## src/rtl/rxe_pkg.sv

```systemverilog
package rxe_pkg;
   localparam int unsigned EVT_LOCK   = 0;
   localparam int unsigned EVT_VALID  = 1;
   localparam int unsigned EVT_CONF   = 2;
   localparam int unsigned EVT_BIPH   = 3;
   localparam int unsigned EVT_PAR    = 4;
   localparam int unsigned EVT_QCRC   = 5;
   localparam int unsigned EVT_CSCRC  = 6;
   localparam int unsigned EVT_COUNT  = 7;

   typedef enum logic [1:0] {
      HM_REPEAT = 2'b00,
      HM_ZERO   = 2'b01,
      HM_PASS   = 2'b10,
      HM_PASS_X = 2'b11
   } hold_mode_e;
endpackage

```

## src/rtl/rxe_sticky_bank.sv

```systemverilog
module rxe_sticky_bank #(
   parameter int unsigned N = 7
) (
   input  logic         clk,
   input  logic         rst_n,
   input  logic [N-1:0] set_vec,
   input  logic         clr,
   output logic [N-1:0] stat,
   output logic         any
);
   if (N < 1) begin : g_bad_n
      $error("rxe_sticky_bank: N must be at least 1");
   end

   for (genvar i = 0; i < N; i++) begin : g_bit
      always_ff @(posedge clk) begin
         if (!rst_n) stat[i] <= 1'b0;
         else        stat[i] <= (stat[i] & ~clr) | set_vec[i];
      end

      assert_sticky_hold_R1: assert property (@(posedge clk) disable iff (!rst_n)
         (stat[i] && !clr) |=> stat[i]);
      assert_no_spurious_set_R2: assert property (@(posedge clk) disable iff (!rst_n)
         (!stat[i] && !set_vec[i]) |=> !stat[i]);
      assert_read_keeps_new_R4: assert property (@(posedge clk) disable iff (!rst_n)
         (clr && set_vec[i]) |=> stat[i]);
      assert_read_clears_R3: assert property (@(posedge clk) disable iff (!rst_n)
         (clr && !set_vec[i]) |=> !stat[i]);
   end

   assign any = |stat;
endmodule

```

## src/rtl/rxe_sample_cond.sv

```systemverilog
module rxe_sample_cond
   import rxe_pkg::*;
#(
   parameter int unsigned W = 24
) (
   input  logic         clk,
   input  logic         rst_n,
   input  logic         hit,
   input  hold_mode_e   mode,
   input  logic [W-1:0] s_in,
   input  logic         s_vld,
   output logic [W-1:0] s_out,
   output logic         s_ovld
);
   if (W < 1) begin : g_bad_w
      $error("rxe_sample_cond: W must be at least 1");
   end

   logic [W-1:0] last_clean;
   logic [W-1:0] chosen;

   always_comb begin
      chosen = s_in;
      if (hit) begin
         unique case (mode)
            HM_REPEAT: chosen = last_clean;
            HM_ZERO:   chosen = '0;
            default:   chosen = s_in;
         endcase
      end
   end

   always_ff @(posedge clk) begin
      if (!rst_n) begin
         s_out      <= '0;
         s_ovld     <= 1'b0;
         last_clean <= '0;
      end else begin
         s_ovld <= s_vld;
         if (s_vld) begin
            s_out <= chosen;
            if (!hit) last_clean <= s_in;
         end
      end
   end

   assert_clean_passes_R2: assert property (@(posedge clk) disable iff (!rst_n)
      (s_vld && !hit) |=> (s_out == $past(s_in)));
   assert_zero_mode_R8: assert property (@(posedge clk) disable iff (!rst_n)
      (s_vld && hit && mode == HM_ZERO) |=> (s_out == '0));
   assert_pass_mode_R9: assert property (@(posedge clk) disable iff (!rst_n)
      (s_vld && hit && mode[1]) |=> (s_out == $past(s_in)));
   assert_out_holds_R11: assert property (@(posedge clk) disable iff (!rst_n)
      !s_vld |=> $stable(s_out));
endmodule

```

## src/rtl/rx_error_logger.sv

```systemverilog
module rx_error_logger
   import rxe_pkg::*;
#(
   parameter int unsigned       SAMPLE_W  = 24,
   parameter int unsigned       ERR_N     = EVT_COUNT,
   parameter logic [ERR_N-1:0]  AUDIO_SEL = 7'b001_1111
) (
   input  logic                clk,
   input  logic                rst_n,
   input  logic [ERR_N-1:0]    err_evt,
   input  logic [ERR_N-1:0]    err_mask,
   input  logic [1:0]          hold_mode,
   input  logic                rd_stb,
   input  logic [SAMPLE_W-1:0] smp_in,
   input  logic                smp_vld,
   output logic [ERR_N-1:0]    err_stat,
   output logic                err_pin,
   output logic                irq,
   output logic [SAMPLE_W-1:0] smp_out,
   output logic                smp_out_vld
);
   if (ERR_N != EVT_COUNT) begin : g_bad_cnt
      $error("rx_error_logger: ERR_N must match the event map");
   end

   logic [ERR_N-1:0] enabled;
   logic             audio_hit;
   hold_mode_e       mode_e;

   assign enabled   = err_evt & err_mask;
   assign audio_hit = |(enabled & AUDIO_SEL);
   assign mode_e    = hold_mode_e'(hold_mode);

   rxe_sticky_bank #(.N(ERR_N)) u_bank (
      .clk     (clk),
      .rst_n   (rst_n),
      .set_vec (enabled),
      .clr     (rd_stb),
      .stat    (err_stat),
      .any     (irq)
   );

   rxe_sample_cond #(.W(SAMPLE_W)) u_cond (
      .clk    (clk),
      .rst_n  (rst_n),
      .hit    (audio_hit),
      .mode   (mode_e),
      .s_in   (smp_in),
      .s_vld  (smp_vld),
      .s_out  (smp_out),
      .s_ovld (smp_out_vld)
   );

   always_ff @(posedge clk) begin
      if (!rst_n) err_pin <= 1'b0;
      else        err_pin <= |enabled;
   end

   assert_pin_has_irq_R6: assert property (@(posedge clk) disable iff (!rst_n)
      err_pin |-> irq);
   assert_pin_one_clk_R5: assert property (@(posedge clk) disable iff (!rst_n)
      (enabled == '0) |=> !err_pin);
   assert_crc_no_audio_R10: assert property (@(posedge clk) disable iff (!rst_n)
      (smp_vld && (enabled & AUDIO_SEL) == '0) |=> (smp_out == $past(smp_in)));
   assert_strobe_follows_R11: assert property (@(posedge clk) disable iff (!rst_n)
      smp_vld |=> smp_out_vld);
endmodule

```

## config.mk

```make
export PLATFORM = sky130hd
export DESIGN_NAME = rx_error_logger
export DESIGN_NICKNAME = d
export VERILOG_FILES = /design/src/rtl/rxe_pkg.sv /design/src/rtl/rxe_sticky_bank.sv /design/src/rtl/rxe_sample_cond.sv /design/src/rtl/rx_error_logger.sv
export SDC_FILE = /design/constraint.sdc
export NUM_CORES = 1
export LEC_CHECK = 0
export BUFFER_PORTS_ARGS = -buffer_cell sky130_fd_sc_hd__buf_2
export CAP_MARGIN = 5
export CORE_MARGIN = 2
export CORE_UTILIZATION = 25
export DETAILED_ROUTE_END_ITERATION = 8
export PLACE_DENSITY = 0.56
export SLEW_MARGIN = 20
export SYNTH_ARGS = -nofsm -noshare
export SYNTH_HDL_FRONTEND = slang
export SYNTH_SLANG_ARGS = --single-unit
```

## constraint.sdc

```tcl
create_clock -name clk -period 3.8 [get_ports clk]
set_clock_uncertainty 0.1 [all_clocks]
set_input_delay 0.57 -clock clk [delete_from_list [all_inputs] [get_ports clk]]
set_output_delay 0.57 -clock clk [all_outputs]
set_load 0.02 [all_outputs]
```

* Word level (Yosys, flattened, before mapping)
Index checks and enable logic that the tools add are counted.
** Word-level totals
- Register bits :: 57
- Bits of input ports :: 44
- Output and inout port bits :: 34
- Word-level logic and storage cells :: 36
** Operators by class
- Equal/unequal tests :: 1
- Multiplexer cells :: 2
- Bitwise operators :: 17
- Reductions and logical operators :: 5
** Operators by type and width (number)
- $pmux 24 s2 :: 1
- $mux 24 :: 1
- $reduce_or 7->1 :: 2
- $and 1x1->1 :: 7
- $and 7x7->7 :: 1
- $or 1x1->1 :: 7
- $reduce_or 5->1 :: 1
- $eq 2x1->1 const B :: 1
- $logic_not 2->1 :: 1
- $not 1->1 :: 2
- $reduce_and 2->1 :: 1

* Longest topological paths before layout
- Word-level depth :: 4
- Mapped depth :: 6
- Gate-level depth less buffers :: 4

* Hierarchy
Synthesis repeated with hierarchy kept, for this count alone.
** Unflattened totals
- Cell total of the unflattened synthesis :: 282
- Area total of the unflattened synthesis :: 2503.7 sq um
** Modules (own cells, without submodules)
- rxe_sample_cond :: instances 1, cells an instance 243, area an instance 2149.6 sq um, sequential area each 980.9 sq um
- rxe_sticky_bank :: instances 1, cells an instance 24, area an instance 251.5 sq um, sequential area each 140.1 sq um
- rx_error_logger :: instances 1, cells an instance 15, area an instance 102.6 sq um, sequential area each 20.0 sq um

* Least setup slack after synthesis
OpenSTA, ideal clock, no wires.
- Path kind :: input to register
- Start point :: in err_evt[3]
- End point :: reg u_cond.last_clean[10]
- Library setup time :: 0.069 ns
- Arrival :: 1.573 ns
- Data required time :: 3.631 ns
- Slack :: 2.058 ns
- Stages on the path :: 6
- Path buffers :: 2
- Path through :: a222oi_1 and3_4 buf_12 buf_12 nand3_1 o21ai_1
** Between the ends
- Longest elaborated chain between the ends :: 4
** RTL lines
- start: declaration :: RTL line rx_error_logger.sv:10 : input logic [ERR_N-1:0] err_evt,
- $and 7x7->7 :: RTL line rx_error_logger.sv:30 : assign enabled = err_evt & err_mask;
- $reduce_or 5->1 :: RTL line rx_error_logger.sv:31 : assign audio_hit = |(enabled & AUDIO_SEL);
- $not 1->1 (no source line)
- $reduce_and 2->1 (no source line)
- end signal: assignment :: RTL line rxe_sample_cond.sv:42 : if (!hit) last_clean <= s_in;
- end: declaration :: RTL line rxe_sample_cond.sv:19 : logic [W-1:0] last_clean;
No other way between the ends.
A chain may end at the register's enable or synchronous reset.

* Worst setup path in the final report
- Start point :: in err_evt[3]
- End point :: reg u_cond.s_out[13]
** Between the ends
- Longest elaborated chain between the ends :: 3
** RTL lines
- $and 7x7->7 :: RTL line rx_error_logger.sv:30
- $reduce_or 5->1 :: RTL line rx_error_logger.sv:31
- $mux 24 :: RTL line rxe_sample_cond.sv:24 : if (hit) begin
- end signal: assignment :: RTL line rxe_sample_cond.sv:41 : s_out <= chosen;
- end: declaration :: RTL line rxe_sample_cond.sv:12 : output logic [W-1:0] s_out,
No other way between the ends.

==> metrics <==
outcome complete, no violations; drt pass-1 iters 6; vias in the first global route 2237; FP Rows 36; via-per-instance ratio 4.68; grt ovf 0; filler cell count 1073; clock root buffer clkbuf_8; Util after Layout 0.316; 1st-iter DRT viols ~120; Post-synth EDFFs 0; Final Max Tran Viols 0; Routed Antenna Nets 0; worst endpoint required time 3.96 ns; async set or reset register ratio after synthesis 0; Max Cap Viol 0; f_max 470 MHz; clk sinks 57; gate count of the mapped netlist 308; Setup Buffers After CTS 0; Global Route Usage Sum 0.126; Design Area, Final 3080 µm²; arrival time worst endpoint around 2.3 ns; critical-path cell list buf_2 > a222oi_1 > and2_1 > buf_4 > a211oi_1 > o21ai_1; predominant post-synthesis flop cell dfxtp_1; total number of vias 2387; synth top area cells dfxtp_1 (45%), nand2_1 (8.5%), o21ai_0 (7.4%); Least-Margin Pin Slew 0.838 ns; first-pass GRT wire length about 11 mm; PortBufs 77; Crit Path Category input port to register; maximum vdd drop 0.000158 V; Nets 417; area grow syn2layout 22.8%; setup_tns 0 ns; CTS Hold Bufs 0; CTS tree done; Starting Density 0.257; Relative slew margins 0.441; Finished Layout Cells 510; die area 10900 µm²; mean post-synth cell area 8.16 µm²; Num CTS Buffers 9; Core Region 9770 µm²; CP max stage delay 0.67 ns; register area share after synthesis 0.454; post-route minimum period 2.13 ns; Hold Fails Final Rpt 0; Post-DP Area between 2000 and 3000 µm²; RSZ-0062 raised after global routing no; CTS HTree Levels 3; Synth Net Count 352; share of layout cells above drive strength 1 0.255; Post-Route WL 6.88 mm; I/O pin total 78; worst skew pair latency ~0.33 ns; antenna cells 0; DRC viols 0; die height between 100 and 150 µm; initial antenna violation count 1; wire length per cell 13.5 µm; cell at the slowest stage of the critical path and2_1; class of the worst hold path register to register; Synth area leader dfxtp_1; Die W 104 µm; Worst setup SP type input port; final worst hold slack 0.343 ns; Power Density 433 nW/µm²; #FFs+latches synth 57; peak fanout along the critical path 18; Mapped Area 2510 µm²; Cells after DPL between 400 and 500; Setup-failing EPs final 0; critical path endpoint category register; leakage 1.17 nW; Yosys warning count 0; Routability Congestion 0.803; pin count of the biggest net entering global routing 50; Max clock buf depth 2; top cell type's share of synthesized area 0.454; Yosys cell types 27; Worst-path clk slew 0.06 ns; CTS resizes 0; post-DP HPWL 4.46 mm; Final Cycle Share 0.560
-- per-layer routing --
metal / global-route usage / routed length [µm]
met5: 0 / 0
met4: 0.0347 / 60
met3: 0.0439 / 351
met2: 0.204 / 3180
met1: 0.160 / 3290
-- worst max-delay path: cells and delay by family --
family / cells / cell delay, ns
compound gates: 3 / 0.66
buf+inv: 2 / 0.39
simple gates: 1 / 0.67
-- area by class of cell --
class,instances,area (µm²),area share
repair buffers,80,408,0.132
clock inverters,4,20.0,0.00649
clock buffers,11,141,0.0458
well taps,133,166,0.0540
inverters,1,3.75,0.00122
multi-input cells,224,1200,0.390
flip-flops and latches,57,1140,0.370
-- cell usage after synthesis (4+ instances only) --
library cell,n
dfxtp_1,57
nand2_1,57
o21ai_0,37
o21ai_1,35
a211oi_1,24
nand3_1,24
nor3b_1,24
clkbuf_1,13
a21oi_1,7
nand2b_1,7
buf_2,4
-- flip-flops by register name, indices dropped and copies added (netlist names) --
register,flops
u_cond.s_out,24
u_cond.s_ovld,1
err_pin,1
u_cond.last_clean,24
u_bank.stat,7
-- logic make-up after synthesis --
kind of cell,share of synthesized area
DFF,0.454
buffers and inverters,0.0697
and+or+nand+nor,0.238
AOI/OAI and AO/OA,0.239
-- placed cells by master, fill, tap and decap left out, drive strengths merged, types with 7 or more instances in the layout --
cell	instances
buf	80
nor3b	24
dfxtp	57
a21oi	7
o21ai	72
nand3	24
nand2b	7
a211oi	24
nand2	57
clkbuf	11
-- power by group --
group	internal [mW]	switching (mW)	total, mW	leakage (nW)
logic	0.0709	0.132	0.203	0.612
registers	0.632	0.0163	0.648	0.467
clock network	0.246	0.239	0.485	0.0887
-- metrics by stage --
stage	power [mW]	setup WS, ns
floorplan	0.793	2.06
detailed placement	0.865	1.28
global placement	0.861	1.32
global route	1.39	1.48
CTS	1.35	1.65
finish	1.34	1.67
-- final timing paths --
check / slack (ns) / to / cells after the start / from
max: 1.67 / u_cond.s_out[13] / 6 / err_evt[3]
min: 0.34 / u_cond.last_clean[15] / 2 / u_cond.last_clean[15]
max reg2reg: 2.77 / u_cond.s_out[20] / 3 / u_cond.last_clean[20]
min reg2reg: 0.34 / u_cond.last_clean[15] / 2 / u_cond.last_clean[15]
No activity file was read; power rests on OpenSTA's default activity.
